===== config.mk =====
export PLATFORM = sky130hd
export DESIGN_NAME = lload_mode_ctrl
export DESIGN_NICKNAME = d
export VERILOG_FILES = /design/src/rtl/lload_pkg.sv /design/src/rtl/lload_entry_cnt.sv /design/src/rtl/lload_mode_fsm.sv /design/src/rtl/lload_pulse_seq.sv /design/src/rtl/lload_mode_ctrl.sv
export SDC_FILE = /design/constraint.sdc
export NUM_CORES = 1
export LEC_CHECK = 0
export ABC_AREA = 1
export BUFFER_PORTS_ARGS = -buffer_cell sky130_fd_sc_hd__clkbuf_2
export CAP_MARGIN = 25
export CORE_AREA = 2 2 73 75
export CTS_BUF_LIST = sky130_fd_sc_hd__clkbuf_2
export DETAILED_ROUTE_END_ITERATION = 7
export DIE_AREA = 0 0 75 77
export GPL_TIMING_DRIVEN = 0
export MAX_ROUTING_LAYER = met4
export PLACE_DENSITY = 0.8
export SYNTH_ARGS = -nofsm -noshare
export SYNTH_HDL_FRONTEND = slang
export SYNTH_SLANG_ARGS = --single-unit

===== constraint.sdc =====
create_clock -name clk -period 2.13 [get_ports clk]
set_input_delay 0.3195 -clock clk [delete_from_list [all_inputs] [get_ports clk]]
set_output_delay 0.3195 -clock clk [all_outputs]
set_load 0.005 [all_outputs]

===== src/rtl/lload_pkg.sv =====
package lload_pkg;
   typedef enum logic {
      MODE_PWM = 1'b0,
      MODE_PFM = 1'b1
   } lload_mode_e;

   typedef enum logic {
      DZ_WRAP     = 1'b0,
      DZ_SATURATE = 1'b1
   } dz_policy_e;
endpackage


===== src/rtl/lload_entry_cnt.sv =====
module lload_entry_cnt #(
   parameter int IW        = 10,
   parameter int CW        = 8,
   parameter int DEF_ENTRY = 20
) (
   input  logic          clk,
   input  logic          rst_n,
   input  logic          count_en,
   input  logic          cyc_strobe,
   input  logic [IW-1:0] i_sample,
   input  logic [IW-1:0] i_thresh,
   input  logic [CW-1:0] cfg_cycles,
   output logic          enter_req
);
   localparam logic [CW:0] DEF_NEED = (CW + 1)'(DEF_ENTRY);

   logic [CW-1:0] run_q;
   logic [CW:0]   need;
   logic [CW:0]   run_next;
   logic          is_low;
   logic          reached;

   always_comb begin
      need     = (cfg_cycles == '0) ? DEF_NEED : {1'b0, cfg_cycles};
      run_next = {1'b0, run_q} + (CW + 1)'(1);
      is_low   = (i_sample < i_thresh);
      reached  = (run_next >= need);
      enter_req = count_en && cyc_strobe && is_low && reached;
   end

   always_ff @(posedge clk or negedge rst_n) begin
      if (!rst_n) begin
         run_q <= '0;
      end else if (!count_en) begin
         run_q <= '0;
      end else if (cyc_strobe) begin
         if (!is_low || reached) begin
            run_q <= '0;
         end else begin
            run_q <= run_next[CW-1:0];
         end
      end
   end
endmodule


===== src/rtl/lload_mode_fsm.sv =====
module lload_mode_fsm
   import lload_pkg::*;
#(
   parameter int DW = 12
) (
   input  logic          clk,
   input  logic          rst_n,
   input  logic          mode_en,
   input  logic          enter_req,
   input  logic          window_exit,
   input  logic [DW-1:0] pwm_duty,
   output logic          mode_pfm,
   output logic          loop_off,
   output logic [DW-1:0] pfm_duty
);
   lload_mode_e   mode_q, mode_d;
   logic [DW-1:0] duty_q;

   always_comb begin
      mode_d = mode_q;
      if (!mode_en) begin
         mode_d = MODE_PWM;
      end else begin
         unique case (mode_q)
            MODE_PWM: if (enter_req)   mode_d = MODE_PFM;
            MODE_PFM: if (window_exit) mode_d = MODE_PWM;
            default:                   mode_d = MODE_PWM;
         endcase
      end
   end

   always_ff @(posedge clk or negedge rst_n) begin
      if (!rst_n) begin
         mode_q <= MODE_PWM;
         duty_q <= '0;
      end else begin
         mode_q <= mode_d;
         if (mode_q == MODE_PWM && mode_d == MODE_PFM) begin
            duty_q <= pwm_duty;
         end
      end
   end

   assign mode_pfm = (mode_q == MODE_PFM);
   assign loop_off = (mode_q == MODE_PFM);
   assign pfm_duty = duty_q;
endmodule


===== src/rtl/lload_pulse_seq.sv =====
module lload_pulse_seq
   import lload_pkg::*;
#(
   parameter int         TW        = 8,
   parameter dz_policy_e DZ_POLICY = DZ_SATURATE
) (
   input  logic          clk,
   input  logic          rst_n,
   input  logic          active,
   input  logic          below_ref,
   input  logic          pulse_done,
   output logic          trigger,
   output logic [TW-1:0] dz_last
);
   localparam logic [TW-1:0] DZ_MAX = '1;

   logic          busy_q;
   logic          trig_q;
   logic [TW-1:0] dz_run_q;
   logic [TW-1:0] dz_last_q;
   logic [TW-1:0] dz_inc;

   generate
      if (DZ_POLICY == DZ_SATURATE) begin : g_dz_sat
         assign dz_inc = (dz_run_q == DZ_MAX) ? DZ_MAX : dz_run_q + TW'(1);
      end else begin : g_dz_wrap
         assign dz_inc = dz_run_q + TW'(1);
      end
   endgenerate

   always_ff @(posedge clk or negedge rst_n) begin
      if (!rst_n) begin
         busy_q    <= 1'b0;
         trig_q    <= 1'b0;
         dz_run_q  <= '0;
         dz_last_q <= '0;
      end else if (!active) begin
         busy_q   <= 1'b0;
         trig_q   <= 1'b0;
         dz_run_q <= '0;
      end else begin
         trig_q <= 1'b0;
         if (busy_q) begin
            if (pulse_done) begin
               busy_q   <= 1'b0;
               dz_run_q <= '0;
            end
         end else if (below_ref) begin
            trig_q    <= 1'b1;
            busy_q    <= 1'b1;
            dz_last_q <= dz_run_q;
            dz_run_q  <= '0;
         end else begin
            dz_run_q <= dz_inc;
         end
      end
   end

   assign trigger = trig_q;
   assign dz_last = dz_last_q;
endmodule


===== src/rtl/lload_mode_ctrl.sv =====
module lload_mode_ctrl
   import lload_pkg::*;
#(
   parameter int         IW        = 10,
   parameter int         CW        = 8,
   parameter int         DW        = 12,
   parameter int         TW        = 8,
   parameter int         DEF_ENTRY = 20,
   parameter dz_policy_e DZ_POLICY = DZ_SATURATE
) (
   input  logic          clk,
   input  logic          rst_n,
   input  logic          cfg_mode_en,
   input  logic [IW-1:0] cfg_i_thresh,
   input  logic [CW-1:0] cfg_entry_cycles,
   input  logic          cyc_strobe,
   input  logic [IW-1:0] i_sample,
   input  logic          cmp_below_ref,
   input  logic          cmp_above_hi,
   input  logic          cmp_below_lo,
   input  logic [DW-1:0] pwm_duty,
   input  logic          pulse_done,
   output logic          mode_pfm,
   output logic          pwm_loop_off,
   output logic          pfm_trigger,
   output logic [DW-1:0] pfm_duty,
   output logic [TW-1:0] dz_last
);
   generate
      if (IW < 1) begin : g_bad_iw
         $error("lload_mode_ctrl: IW must be at least 1");
      end
      if (CW < 2) begin : g_bad_cw
         $error("lload_mode_ctrl: CW must be at least 2");
      end
      if (DW < 1) begin : g_bad_dw
         $error("lload_mode_ctrl: DW must be at least 1");
      end
      if (TW < 2) begin : g_bad_tw
         $error("lload_mode_ctrl: TW must be at least 2");
      end
      if (DEF_ENTRY < 1 || DEF_ENTRY >= (1 << CW)) begin : g_bad_def
         $error("lload_mode_ctrl: DEF_ENTRY must fit in CW bits and be nonzero");
      end
   endgenerate

   logic enter_req;
   logic window_exit;
   logic count_en;
   logic seq_active;

   assign window_exit = cmp_above_hi | cmp_below_lo;
   assign count_en    = cfg_mode_en & ~mode_pfm;
   assign seq_active  = cfg_mode_en & mode_pfm & ~window_exit;

   lload_entry_cnt #(
      .IW        (IW),
      .CW        (CW),
      .DEF_ENTRY (DEF_ENTRY)
   ) entry_i (
      .clk        (clk),
      .rst_n      (rst_n),
      .count_en   (count_en),
      .cyc_strobe (cyc_strobe),
      .i_sample   (i_sample),
      .i_thresh   (cfg_i_thresh),
      .cfg_cycles (cfg_entry_cycles),
      .enter_req  (enter_req)
   );

   lload_mode_fsm #(
      .DW (DW)
   ) fsm_i (
      .clk         (clk),
      .rst_n       (rst_n),
      .mode_en     (cfg_mode_en),
      .enter_req   (enter_req),
      .window_exit (window_exit),
      .pwm_duty    (pwm_duty),
      .mode_pfm    (mode_pfm),
      .loop_off    (pwm_loop_off),
      .pfm_duty    (pfm_duty)
   );

   lload_pulse_seq #(
      .TW        (TW),
      .DZ_POLICY (DZ_POLICY)
   ) seq_i (
      .clk        (clk),
      .rst_n      (rst_n),
      .active     (seq_active),
      .below_ref  (cmp_below_ref),
      .pulse_done (pulse_done),
      .trigger    (pfm_trigger),
      .dz_last    (dz_last)
   );
endmodule


Word-level counts from Yosys, hierarchy flattened
Cells that the tools add are included.
{ "totals": {"register_bits": 39, "elab_cells": 48, "input_bits": 48, "out_inout_bits": 23} }
{ "op_classes": {"addsub": 2, "order_cmp": 2, "n_reduce_logical": 8, "bitwise": 7, "n_mux": 19, "n_eq_ne": 3} }
{ "op_table": {"columns": ["operator", "count"], "rows": [
  ["$mux W8", 9],
  ["$lt A10 B10 Y1", 1],
  ["$add A8 B1 Y9 const B", 1],
  ["$ge A9 B9 Y1", 1],
  ["$mux W1", 9],
  ["$add A8 B1 Y8 const B", 1],
  ["$eq A8 B8 Y1 const B", 1],
  ["$logic_not A8 Y1", 1],
  ["$logic_and A1 B1 Y1", 4],
  ["$and A1 B1 Y1", 3],
  ["$ne A3 B3 Y1 const B", 1],
  ["$not A1 Y1", 3],
  ["$reduce_and A3 Y1", 1],
  ["$ne A2 B2 Y1 const B", 1],
  ["$pmux W1 S2", 1],
  ["$logic_not A1 Y1", 1],
  ["$logic_or A1 B1 Y1", 1],
  ["$or A1 B1 Y1", 1]
]} }

Longest topological paths before layout
Gate-level depths: netlist of the first run.
{ "depth": {"word_depth": 9, "mapped_depth": 17, "depth_no_buf": 16} }

Hierarchy
Synthesis of the first run repeated with hierarchy kept, for this count alone.
{ "hier_totals": {"cells_unflattened": 340, "hier_area_um2": 2522.4} }
{ "modules_own_cells": {"columns": ["module", "cells_per_inst", "instances", "area_per_inst_um2"], "rows": [
  ["lload_entry_cnt", 166, 1, 1033.5],
  ["lload_pulse_seq", 107, 1, 897.1],
  ["lload_mode_fsm", 60, 1, 560.5],
  ["lload_mode_ctrl", 7, 1, 31.3]
]} }

Worst setup path after synthesis of the first run
No wires, ideal clock.
{ "synth_timing": {"path_type": "reg2reg", "start": "register entry_i.run_q[0]", "end": "register fsm_i.duty_q[2], in the netlist fsm_i.pfm_duty[2]", "path_slack_ns": 0.050, "arrival_ns": 1.964, "path_stages_with_launch": 13, "required_time_ns": 2.014, "path_cell_list": "dfrtp_1 ha_1 nand3_2 nor2_4 xor2_1 ha_1 a21oi_1 nand2_1 nand2_2 nand2_4 clkbuf_8 nand3_1 nand2_1"} }
{ "synth_between": {"elab_chain_len": 7} }
{ "synth_rtl": {"columns": ["element", "line_no", "rtl"], "rows": [
  ["start: declaration", "lload_entry_cnt.sv:17", "logic [CW-1:0] run_q;"],
  ["start signal: assignment", "lload_entry_cnt.sv:40", "run_q <= run_next[CW-1:0];"],
  ["$add A8 B1 Y9", "lload_entry_cnt.sv:25", "run_next = {1'b0, run_q} + (CW + 1)'(1);"],
  ["$ge A9 B9 Y1", "lload_entry_cnt.sv:27", "reached = (run_next >= need);"],
  ["$logic_and A1 B1 Y1", "lload_entry_cnt.sv:28", "enter_req = count_en && cyc_strobe && is_low && reached;"],
  ["$mux W1", "lload_mode_fsm.sv:25", "MODE_PWM: if (enter_req) mode_d = MODE_PFM;"],
  ["$pmux W1 S2", "lload_mode_fsm.sv:24", "unique case (mode_q)"],
  ["$mux W1", "lload_mode_fsm.sv:21", "if (!mode_en) begin"],
  ["$logic_and A1 B1 Y1", "lload_mode_fsm.sv:38", "if (mode_q == MODE_PWM && mode_d == MODE_PFM) begin"],
  ["end signal: assignment", "lload_mode_fsm.sv:39", "duty_q <= pwm_duty;"],
  ["end: declaration", "lload_mode_fsm.sv:17", "logic [DW-1:0] duty_q;"]
]} }
No other way between the ends.
A chain may end at the register's enable or synchronous reset.

Worst setup path after layout of the first run
{ "layout_timing": {"start": "register entry_i.run_q[1]", "end": "register fsm_i.duty_q[9], in the netlist fsm_i.pfm_duty[9]"} }
Same word-level chain as after synthesis.

==> results, run 1 <==
- The area enclosed by the die boundary is 5775 um^2.
- The relative slew slack is 43.14%.
- The global routing stage identified its most utilized layer as met2.
- The clock network fraction of total power is 23.8%.
- Each instance of the synthesized netlist takes up on average 8.131 um^2.
- The total internal power is 0.9274 mW.
- The most repeated cell in the gate-level netlist after synthesis is nand2_1.
- The area of the core region is 4977 um^2.
- The post-placement worst setup slack is -0.3347 ns.
- At the worst endpoint, the required time is 2.42 ns.
- The mapped netlist covers 2317 um^2.
- The number of buffers added by the clock tree synthesis step is 5.
- CTS saw 39 sinks.
- The routed design has 5.492 mm of wire.
- Timing would allow up to 458.1 MHz.
- Summing the sequential cell areas from Yosys gives 42.12% of the chip area.
- The synthesized design contains 39 register bits.
- In the synthesized netlist the dominant register cell turns out to be dfrtp_1.
- The met3 track demand over resource is 3.022%.
- After detailed routing, the number of vias per cell comes to 4.853.
- Port buffering added 70 buffers.
- CTS placed an instance of clkbuf_2 at the clock tree root.
- After layout, the design draws a total of 1.264 mW.
- The global-route wire length before repair is 9.411 mm.
- The initial antenna violation count is 0.
- The H-tree was split into 2 levels.
- The largest clock skew in the final design is 0.01912 ns.
- The initial cell density of the core is 46.56%.
- For this run, the detailed router's first-pass iteration total came to 4.
- The total vias in the final route is 2184.
- Yosys mapped a number of flops with a built-in enable equal to 0.
- In this run the horizontal extent of the chip is 75 um.
- Sequential cells account for 60.5% of the total power.
- The worst min-delay path category is in2reg.
- Of all nets on the critical path, the largest fanout is 5.
- The setup slack after layout is -0.05277 ns.
- The final hold violation count is 0.
- The number of max-slew violations in the final report is 0.
- In this run, the combinational gates consume 15.7% of the power.
- The period utilization is 102.5%.
- At the end of the flow, the number of nets in the layout was 446.
- In this run the power density over the cells is 406.8 nW/um^2.
- The checks that failed: negative setup slack.
- The maximum number of pins on one net before global-route repair is 40.
- After clock tree synthesis, the clock-pin slew on the worst setup and hold paths is 0.18 ns.
- On the worst path, the slowest cell contributes a delay of 0.46 ns.
- The CTS tree is done.
- The finished layout cell area is 3108 um^2.
- During synthesis, Yosys emitted a total of 0 warnings.
- The slowest cell on the critical path is dfrtp_1.
- Counting instances in the post-synthesis netlist gives the leading cell types as nand2_1, inv_1, dfrtp_1.
- In the final routed layout, each cell accounts on average for 12.20 um.
- In this run the cell area measured after placement is 2755 um^2.
- The cell leakage power is 1.748 nW.
- The switching power is 0.3370 mW.
- After detailed routing, the number of remaining DRC violations is 0.
- The flow ran to the end, but the final reports show violations.
- The sort of element at the end of the critical path is a register.
- The global-route usage over all layers is 21.42%.
- The count of max-cap constraint violations is 0.
- The cell taking the most area after synthesis is dfrtp_1.
- Of the total power, the share spent switching nets is 26.65%.
- After synthesis, the cell types taking the most area are dfrtp_1, nand2_1, ha_1.
- Row generation in the floorplan step produced 26 rows.
- Of all flip-flops after synthesis, the portion carrying an async set or reset was 100.0%.
- The congestion estimate from routability-driven global placement came to 0.8099.
- The HPWL after detailed placement is 3.888 mm.
- Global routing finished with a remaining overflow of 0.
- At the worst endpoint, the arrival time is 2.47 ns.
- For this design the top-level I/O count stands at 71.
- For this run, global-route usage on met2 was measured as 34.21%.
- The die is 77 um tall.
- The number of nets handed over by synthesis was 352.
- Counting along the longest clock path gives a buffer depth of 2.
- The DRC violation total after the first TritonRoute iteration is 118.
- The fraction of final layout cells with drive strength greater than 1 is 35.00%.
- Summed over its instances, the top area cell type makes up 42.12% of the synthesized netlist area.
- Synthesis produced 285 cells.
- The transition at the pin with the smallest max-transition slack is 0.8465 ns.
- Setup repair after global routing could not meet its margin everywhere.
- The number of global-route vias before repair is 2187.
- At the later pin of the worst-skew pair, clock insertion delay measures 0.39 ns.
- Traced cell by cell, the critical path runs through ha_4 > nand3_4 > xnor2_2 > ha_1 > a21oi_1 > nand3_2 > nand2_2 > nand2_2 > nand2_4 > nand2_8 > buf_8 > nand3_2 > nand2_1.
- 0 antenna diodes ended up in the layout.
- Global routing consumed, on the met1 layer, 26.73% of the routing resources.
- The worst setup path is launched from a register.
- The number of different library cells used by synthesis comes to 31.
- In this run the remaining antenna-violating nets after routing total 0.
- The type of the worst setup path is reg2reg.
- VDD sags by at most 370.3 uV.
- The worst path in the final design needs a cycle of 2.183 ns, including I/O delays and setup.
- The area growth from synthesis to layout is 34.13%.
- The setup-violating endpoint count in the final report is 12.
## cell type report
class | count | area (um^2)
multi-input combinational | 197 | 1274
inverter | 43 | 161.4
clock buffer | 6 | 30.03
fill | 430 | 1869
tap | 70 | 87.58
clock inverter | 2 | 7.507
sequential | 39 | 975.9
timing repair buffer | 88 | 519.2
buffer | 5 | 52.55
## critical path: cells and delay by family (launching register included)
| kind | cells | cell delay, ns |
|---|---|---|
| flip-flops | 1 | 0.46 |
| XOR/XNOR | 1 | 0.20 |
| AND/OR/NAND/NOR | 8 | 0.64 |
| AO/OA/AOI/OAI | 1 | 0.19 |
| buffers and inverters | 1 | 0.16 |
| adder cells (fa/ha/maj) | 2 | 0.44 |
## path summary, 6_finish.rpt
kind,start,to,slack (ns),cells past startpoint
max in group asynchronous,rst_n,fsm_i.pfm_duty[7],1.50,3
hold / removal,pwm_duty[11],fsm_i.pfm_duty[11],0.11,3
min in group asynchronous,rst_n,seq_i.dz_last[5],0.24,2
setup reg to reg,entry_i.run_q[1],fsm_i.pfm_duty[9],-0.05,13
hold reg to reg,fsm_i.pfm_duty[10],fsm_i.pfm_duty[10],0.51,2
setup / recovery,entry_i.run_q[1],fsm_i.pfm_duty[9],-0.05,13
## registers in the layout, summed over array words and instances, names as in the netlist
signal,cells
fsm_i.pfm_duty,12
entry_i.run_q,8
seq_i.dz_last,8
seq_i.dz_run_q,8
fsm_i.loop_off,1
seq_i.busy_q,1
seq_i.trigger,1
## repair_timing
item                                   CTS  global route
buffers inserted                        15             0
gates resized for setup                 14            23
setup endpoints to repair               21            19
hold buffers                             0             1
endpoints found under the hold margin    0            39
pin swaps                               13            17
cloned                                   1             0
## power groups by stage
stage / Combinational, mW / Clock (mW) / Sequential (mW)
after floorplan: 0.0775 / 0 / 0.778
after global placement: 0.160 / 0 / 0.778
final: 0.198 / 0.301 / 0.765
after global routing: 0.229 / 0.339 / 0.767
after CTS: 0.183 / 0.321 / 0.765
after detailed placement: 0.168 / 0 / 0.778
## logic make-up (layout without fill, tap and decap cells)
kind of cell / count (synthesis) / count (layout) / share of synthesized area, %
flip-flops: 39 / 39 / 42.12
adder cells (fa/ha/maj): 19 / 19 / 10.26
AO/OA/AOI/OAI: 34 / 34 / 8.586
XOR/XNOR: 6 / 6 / 2.268
AND/OR/NAND/NOR: 138 / 138 / 27.11
buffers and inverters: 49 / 144 / 9.665
## layer usage
| layer | wire length (um) | part of all wire [%] |
|---|---|---|
| met5 | 0 | 0 |
| met4 | 125 | 2.3 |
| met3 | 252 | 4.6 |
| met2 | 2824 | 51 |
| met1 | 2290 | 42 |
## layout by cell type (no fill, tap or decap), types with 2 or more instances in the layout
cell      instances
buf_4            13
dfrtp_1          39
buf_8             2
clkbuf_2         76
nor2_2            2
nand3_4           2
nand2_2           4
nor2_1           13
clkinv_1          2
nor3_2            2
nand2_8           2
o21ai_0          22
nand3_2          14
inv_1            42
nand2_1          76
buf_6             4
a21oi_1           5
ha_1             18
nor3_1            3
nand4_1          11
xor2_1            4
nand3_1           4
## stage by stage
step	TNS, ns	instances	hold WS, ns	util [%]
floorplan	0	285	0.02391	-
global placement	-3.381	425	0.4559	55.35
detailed placement	-3.968	425	0.4574	55.35
CTS	-0.009400	448	0.03721	59.85
global route	-2.976	450	0.1091	62.44
finish	-0.4487	450	0.1149	62.44
Power figures use the tool's default switching activity.
==> inputs of run 2 (changes only) <==
--- a/config.mk
+++ b/config.mk
@@ -12,9 +12,9 @@
 export CTS_BUF_LIST = sky130_fd_sc_hd__clkbuf_2
 export DETAILED_ROUTE_END_ITERATION = 7
 export DIE_AREA = 0 0 75 77
-export GPL_TIMING_DRIVEN = 0
 export MAX_ROUTING_LAYER = met4
 export PLACE_DENSITY = 0.8
+export SETUP_SLACK_MARGIN = 0.3
 export SYNTH_ARGS = -nofsm -noshare
 export SYNTH_HDL_FRONTEND = slang
 export SYNTH_SLANG_ARGS = --single-unit
==> results, run 2 (synthesized netlist as in run 1, its figures left out) <==
- The DRC violation total after the first TritonRoute iteration is 142 (was 118).
- The sort of element at the end of the critical path is a register (unchanged).
- The maximum resistive drop on vdd came to 232.0 uV (was 370.3 uV).
- The timing-limited maximum frequency is 467.4 MHz (was 458.1 MHz).
- The final hold violation count is 0 (unchanged).
- The antenna cell count came to 0 (unchanged).
- The initial antenna violation count is 0 (unchanged).
- Outcome: finished, violations left (unchanged).
- The total internal power is 0.9243 mW (was 0.9274 mW).
- The global-route wire length before repair is 9.080 mm (was 9.411 mm).
- The area of the core region was 4977 um^2 (unchanged).
- Unrepaired setup endpoints after global routing: true (unchanged).
- The arrival time at the worst endpoint is 2.48 ns (was 2.47 ns).
- The total vias in the final route is 2160 (was 2184).
- The count of max-cap constraint violations is 0 (unchanged).
- The total routed wirelength is 5.378 mm (was 5.492 mm).
- The area enclosed by the die boundary is 5775 um^2 (unchanged).
- The global-route usage over all layers is 20.70% (was 21.42%).
- The fraction of final layout cells with drive strength greater than 1 is 34.85% (was 35.00%).
- The number of buffers added by the clock tree synthesis step is 5 (unchanged).
- The maximum number of pins on one net before global-route repair is 40 (unchanged).
- The total power consumption of the routed design was 1.303 mW (was 1.264 mW).
- The met1 track demand over resource is 28.03% (was 26.73%).
- The master cell of the clock root buffer is clkbuf_2 (unchanged).
- The slowest cell on the critical path is dfrtp_1 (unchanged).
- The part of the power in combinational logic is 14.7% (was 15.7%).
- The met3 track demand over resource is 5.125% (was 3.022%).
- The power per cell area is 429.1 nW/um^2 (was 406.8 nW/um^2).
- The remaining number of nets flagged by the antenna check after routing came to 0 (unchanged).
- The top fanout value on the critical path is 8 (was 5).
- The clock insertion delay at the later pin of the skew report is 0.42 ns (was 0.39 ns).
- The largest clock skew in the final design was 0.02367 ns (was 0.01912 ns).
- The relative slew slack is 53.76% (was 43.14%).
- The average wire per standard cell was 12.14 um (was 12.20 um).
- The transition at the pin with the smallest max-transition slack is 0.6919 ns (was 0.8465 ns).
- Violations in the final reports: negative setup slack (unchanged).
- The total grt overflow was 0 (unchanged).
- The height of the chip is 77 um (unchanged).
- Cells along the critical path: ha_4 > nand3_4 > xnor2_2 > ha_1 > nand2_1 > inv_2 > nand3_2 > nand3_2 > nand2_1 > nand2_2 > nand2_4 > nand2_8 > nand2_8 > nand2_2 > nand2_1 (was ha_4 > nand3_4 > xnor2_2 > ha_1 > a21oi_1 > nand3_2 > nand2_2 > nand2_2 > nand2_4 > nand2_8 > buf_8 > nand3_2 > nand2_1).
- The met2 track utilization from global routing is 31.40% (was 34.21%).
- The sink count of the clock tree is 39 (unchanged).
- The post-placement worst setup slack is -0.1470 ns (was -0.3347 ns).
- The kind of start point of the critical path is a register (unchanged).
- The switching share of power is 29.04% (was 26.65%).
- The busiest metal layer after global routing is met2 (unchanged).
- The clock-pin slew reported for the worst setup and hold paths after clock tree synthesis is 0.22 ns (was 0.18 ns).
- The CTS tree is done (unchanged).
- The setup slack after layout is -0.009314 ns (was -0.05277 ns).
- The sequential share of power is 59.0% (was 60.5%).
- The period utilization is 100.4% (was 102.5%).
- The flip-flop count of the largest register, all copies and words added is 12 (unchanged).
- The count of TritonRoute iterations in the first routing pass is 4 (unchanged).
- The setup-violating endpoint count in the final report is 4 (was 12).
- The number of buffers added on ports is 70 (unchanged).
- The post-route minimum period is 2.139 ns (was 2.183 ns).
- The number of global-route vias before repair is 2094 (was 2187).
- The cell leakage power is 1.702 nW (was 1.748 nW).
- The row count was 26 (unchanged).
- The initial cell density of the core is 46.56% (unchanged).
- The total number of H-tree levels is 2 (unchanged).
- The die width is 75 um (unchanged).
- Commonest cells after routing, fill and taps aside: clkbuf_2, nand2_1, inv_1, dfrtp_1, o21ai_0 (was nand2_1, clkbuf_2, inv_1, dfrtp_1, o21ai_0).
- The worst min-delay path category is in2reg (unchanged).
- The remaining routing DRC violations was 0 (unchanged).
- The number of I/O pins is 71 (unchanged).
- The routability congestion estimate from global placement was 0.8717 (was 0.8099).
- The number of max-slew violations in the final report came to 0 (unchanged).
- The per-cell via count in the routed design was 4.876 (was 4.853).
- The switching power is 0.3783 mW (was 0.3370 mW).
- The required arrival time at the worst endpoint is 2.47 ns (was 2.42 ns).
- The synthesis-to-layout area growth is 30.99% (was 34.13%).
- The clock network fraction of total power was 26.3% (was 23.8%).
- The number of nets in the final layout was 439 (was 446).
- The type of the worst setup path is reg2reg (unchanged).
- The number of buffers on the longest clock path came to 2 (unchanged).
- The half-perimeter wire length after detailed placement was 3.892 mm (was 3.888 mm).
- The delay of the slowest cell on the worst path came to 0.47 ns (was 0.46 ns).
- In this design, the critical path's most frequently occurring cell is nand2_1.
- Leaving out fill and tap cells, the most frequent cell in the layout is clkbuf_2.
[run 2: area by class of cell]
type | instances | area, um^2
Clock buffer | 5 | 25.02
Clock inverter | 3 | 20.02
Fill cell | 416 | 1942
Inverter | 43 | 161.4
Multi-Input combinational cell | 199 | 1289
Sequential cell | 39 | 978.4
Tap cell | 70 | 87.58
Timing Repair Buffer | 84 | 474.2
[run 2: path summary, 6_finish.rpt]
check | from | end | slack [ns] | cells past startpoint
hold / removal | pwm_duty[4] | fsm_i.pfm_duty[4] | 0.09 | 3
max in group asynchronous | rst_n | entry_i.run_q[0] | 1.33 | 3
setup reg to reg | entry_i.run_q[1] | fsm_i.pfm_duty[5] | -0.009 | 15
hold reg to reg | seq_i.dz_last[6] | seq_i.dz_last[6] | 0.50 | 2
setup / recovery | entry_i.run_q[1] | fsm_i.pfm_duty[5] | -0.009 | 15
min in group asynchronous | rst_n | seq_i.dz_last[3] | 0.45 | 3
[run 2: timing repair]
item,CTS,global route
setup buffers,3,0
hold buffers,1,0
cloned,1,1
pin swaps,9,7
hold endpoints to repair,39,0
gates resized for setup,11,17
endpoints found under the setup margin,21,24
[run 2: worst max-delay path: cells and delay by family, from the launching register on]
family	cells	cell delay (ns)
buf+inv	1	0.07
flops	1	0.47
xor+xnor	1	0.17
fa+ha+maj	2	0.48
simple gates	11	0.85
[run 2: metal layers]
metal,wire length [um],vias to the layer above
met1,2402,1000
li1,-,1097
met3,315,4
met2,2625,59
met4,35,0
met5,0,-
[run 2: power by group through the flow]
stage / clock network, mW / logic, mW / registers, mW
after floorplan: 0 / 0.0802 / 0.779
after global placement: 0 / 0.169 / 0.779
after detailed placement: 0 / 0.176 / 0.778
after CTS: 0.351 / 0.185 / 0.768
after global routing: 0.380 / 0.221 / 0.771
final: 0.343 / 0.191 / 0.769
[run 2: stage by stage]
stage               utilization [%]  hold slack, ns  setup TNS (ns)  instance area, um^2  std cells
finish                        60.99         0.08797        -0.02613                 3035        443
global route                  60.99         0.05788          -2.705                 3035        443
CTS                           59.45         0.07420               0                 2959        442
detailed placement            56.49          0.3970          -1.916                 2811        429
global placement              56.49          0.3983         -0.6231                 2811        429
floorplan                         -         0.02391               0                 2361        285
==> inputs of run 3 (changes only) <==
==> constraint.sdc (replaced) <==
create_clock -name clk -period 1.8 [get_ports clk]
set_input_delay 0.27 -clock clk [delete_from_list [all_inputs] [get_ports clk]]
set_output_delay 0.27 -clock clk [all_outputs]
set_load 0.005 [all_outputs]
==> results, run 3 (synthesized netlist as in run 1, its figures left out) <==
- Commonest cells after routing, fill and taps aside: nand2_1, clkbuf_2, inv_1, dfrtp_1, buf_4 (was clkbuf_2, nand2_1, inv_1, dfrtp_1, o21ai_0).
- The DRC violation total after the first TritonRoute iteration is 146 (was 142).
- The maximum number of pins on one net before global-route repair is 40 (unchanged).
- Violations in the final reports: negative setup slack (unchanged).
- The CTS tree is done (unchanged).
- The sort of element at the end of the critical path was a register (unchanged).
- The clock-pin slew reported for the worst setup and hold paths after clock tree synthesis came to 0.20 ns (was 0.22 ns).
- The die width was 75 um (unchanged).
- The initial cell density of the core is 46.56% (unchanged).
- The clock insertion delay at the later pin of the skew report is 0.38 ns (was 0.42 ns).
- The sink count of the clock tree is 39 (unchanged).
- The number of buffers added on ports was 70 (unchanged).
- The most frequent cell on the critical path is nand2_1 (unchanged).
- The timing-limited maximum frequency was 462.8 MHz (was 467.4 MHz).
- The area of the core region is 4977 um^2 (unchanged).
- The initial antenna violation count is 0 (unchanged).
- The share of the core filled with cells was 65.43% (was 60.99%).
- The final hold violation count is 0 (unchanged).
- The count of max-cap constraint violations came to 0 (unchanged).
- The number of I/O pins came to 71 (unchanged).
- The power per cell area came to 556.8 nW/um^2 (was 429.1 nW/um^2).
- The total vias in the final route is 2265 (was 2160).
- The synthesis-to-layout area growth is 40.55% (was 30.99%).
- The total number of H-tree levels came to 2 (unchanged).
- The global-route usage over all layers is 21.50% (was 20.70%).
- The worst setup slack for register-to-register paths was -0.36 ns (was -0.009 ns).
- Cells along the critical path: ha_4 > nand3_4 > xnor2_2 > ha_1 > nand2_1 > inv_1 > nand2_1 > nand3_1 > nand2_1 > nand2_2 > nand2_4 > nand2_8 > clkbuf_16 > nand3_2 > nand2_1 (was ha_4 > nand3_4 > xnor2_2 > ha_1 > nand2_1 > inv_2 > nand3_2 > nand3_2 > nand2_1 > nand2_2 > nand2_4 > nand2_8 > nand2_8 > nand2_2 > nand2_1).
- The finished layout cell area is 3257 um^2 (was 3035 um^2).
- The arrival time at the worst endpoint is 2.47 ns (was 2.48 ns).
- The setup TNS after final layout is -6.642 ns (was -0.02613 ns).
- The antenna cell count is 0 (unchanged).
- The average wire per standard cell came to 11.99 um (was 12.14 um).
- The number of nets in the final layout is 460 (was 439).
- The area enclosed by the die boundary was 5775 um^2 (unchanged).
- The type of the worst setup path is reg2reg (unchanged).
- The worst min-delay path category is in2reg (unchanged).
- The remaining routing DRC violations is 0 (unchanged).
- The number of max-slew violations in the final report is 0 (unchanged).
- The delay of the slowest cell on the worst path is 0.45 ns (was 0.47 ns).
- The transition at the pin with the smallest max-transition slack came to 0.4854 ns (was 0.6919 ns).
- The number of placed instances, taps included is 447 (was 429).
- The top fanout value on the critical path came to 6 (was 8).
- The remaining number of nets flagged by the antenna check after routing is 0 (unchanged).
- The height of the chip is 77 um (unchanged).
- The routability congestion estimate from global placement is 0.8235 (was 0.8717).
- The number of global-route vias before repair is 2343 (was 2094).
- The filler-free cell count of the finished design is 464 (was 443).
- The number of buffers added by the clock tree synthesis step is 5 (unchanged).
- The per-cell via count in the routed design was 4.881 (was 4.876).
- The setup slack after layout was -0.3606 ns (was -0.009314 ns).
- The largest clock skew in the final design is 0.01701 ns (was 0.02367 ns).
- The maximum resistive drop on vdd is 452.6 uV (was 232.0 uV).
- The count of TritonRoute iterations in the first routing pass is 4 (unchanged).
- The relative slew slack is 67.64% (was 53.76%).
- The number of buffers on the longest clock path came to 2 (unchanged).
- The total grt overflow is 0 (unchanged).
- The post-placement worst setup slack was -0.4391 ns (was -0.1470 ns).
- The required arrival time at the worst endpoint is 2.11 ns (was 2.47 ns).
- Outcome: finished, violations left (unchanged).
- The total routed wirelength is 5.563 mm (was 5.378 mm).
- The slowest cell on the critical path is dfrtp_2 (was dfrtp_1).
- The cell leakage power is 1.853 nW (was 1.702 nW).
- The post-place instance area is 2954 um^2 (was 2811 um^2).
- The setup-violating endpoint count in the final report came to 21 (was 4).
- The post-route minimum period was 2.161 ns (was 2.139 ns).
- The most common cell after layout, fill and taps aside is nand2_1 (was clkbuf_2).
- The row count is 26 (unchanged).
- Unrepaired setup endpoints after global routing: true (unchanged).
- The period utilization came to 120.0% (was 100.4%).
- The half-perimeter wire length after detailed placement is 4.241 mm (was 3.892 mm).
- The kind of start point of the critical path was a register (unchanged).
- The global-route wire length before repair came to 9.618 mm (was 9.080 mm).
- The flip-flop count of the largest register, all copies and words added is 12 (unchanged).
- The fraction of final layout cells with drive strength greater than 1 is 39.34% (was 34.85%).
- The master cell of the clock root buffer is clkbuf_2 (unchanged).
[run 3: cell types whose count changed in the layout (fill, tap and decap cells not counted), sizes merged]
cell | previous run | this run
buf | 13 | 35
bufinv | 0 | 2
clkbuf | 75 | 77
clkinv | 1 | 0
clkinvlp | 2 | 0
nand2 | 85 | 83
[run 3: stage by stage]
stage / hold WS, ns / power [mW]
3_5_place_dp: 0.3502 / 1.145
4_1_cts: 0.04335 / 1.820
2_1_floorplan: -0.02559 / 1.016
6_report: 0.07373 / 1.813
5_1_grt: 0.04519 / 1.891
3_3_place_gp: 0.3458 / 1.134
[run 3: layout make-up]
type                    count  area, um^2
clock inverters             2       60.06
flip-flops and latches     39       979.7
clock buffers               6       30.03
fillers                   396        1720
inverters                  43       161.4
repair buffers            107       664.4
multi-input cells         197        1274
well taps                  70       87.58
[run 3: worst max-delay path: cells and delay by family, from the launching register on]
kind,cells,cell delay [ns]
flops,1,0.45
simple gates,10,0.77
xor+xnor,1,0.17
buf+inv,2,0.21
fa+ha+maj,2,0.49
[run 3: report_power, final]
| group | switching, mW | internal, mW |
|---|---|---|
| Combinational | 0.119 | 0.114 |
| Sequential | 0.0131 | 0.894 |
| Clock | 0.293 | 0.381 |
| Total | 0.425 | 1.39 |
[run 3: metal layers]
layer / share of wire (%) / routed length [um] / GRT usage (%)
met1: 42 / 2346 / 24.81
met3: 3.3 / 183 / 4.074
met2: 52 / 2914 / 36.67
met4: 2.1 / 119 / 7.321
met5: 0 / 0 / -
[run 3: what timing repair did]
action | CTS | global route
setup buffers | 1 | 6
hold endpoints to repair | 39 | 0
setup endpoints to repair | 26 | 37
gates cloned | 0 | 1
hold buffers | 1 | 0
pin swaps | 3 | 18
resized for setup | 2 | 39
[run 3: path summary, 6_finish.rpt]
path / start / endpoint / cells past startpoint
min in group asynchronous: rst_n / seq_i.dz_last[7] / 3
worst max register to register: entry_i.run_q[1] / fsm_i.pfm_duty[5] / 15
worst min register to register: fsm_i.pfm_duty[0] / fsm_i.pfm_duty[0] / 2
max in group asynchronous: rst_n / entry_i.run_q[2] / 3
worst max-delay path: entry_i.run_q[1] / fsm_i.pfm_duty[5] / 15
worst min-delay path: pwm_duty[3] / fsm_i.pfm_duty[3] / 3
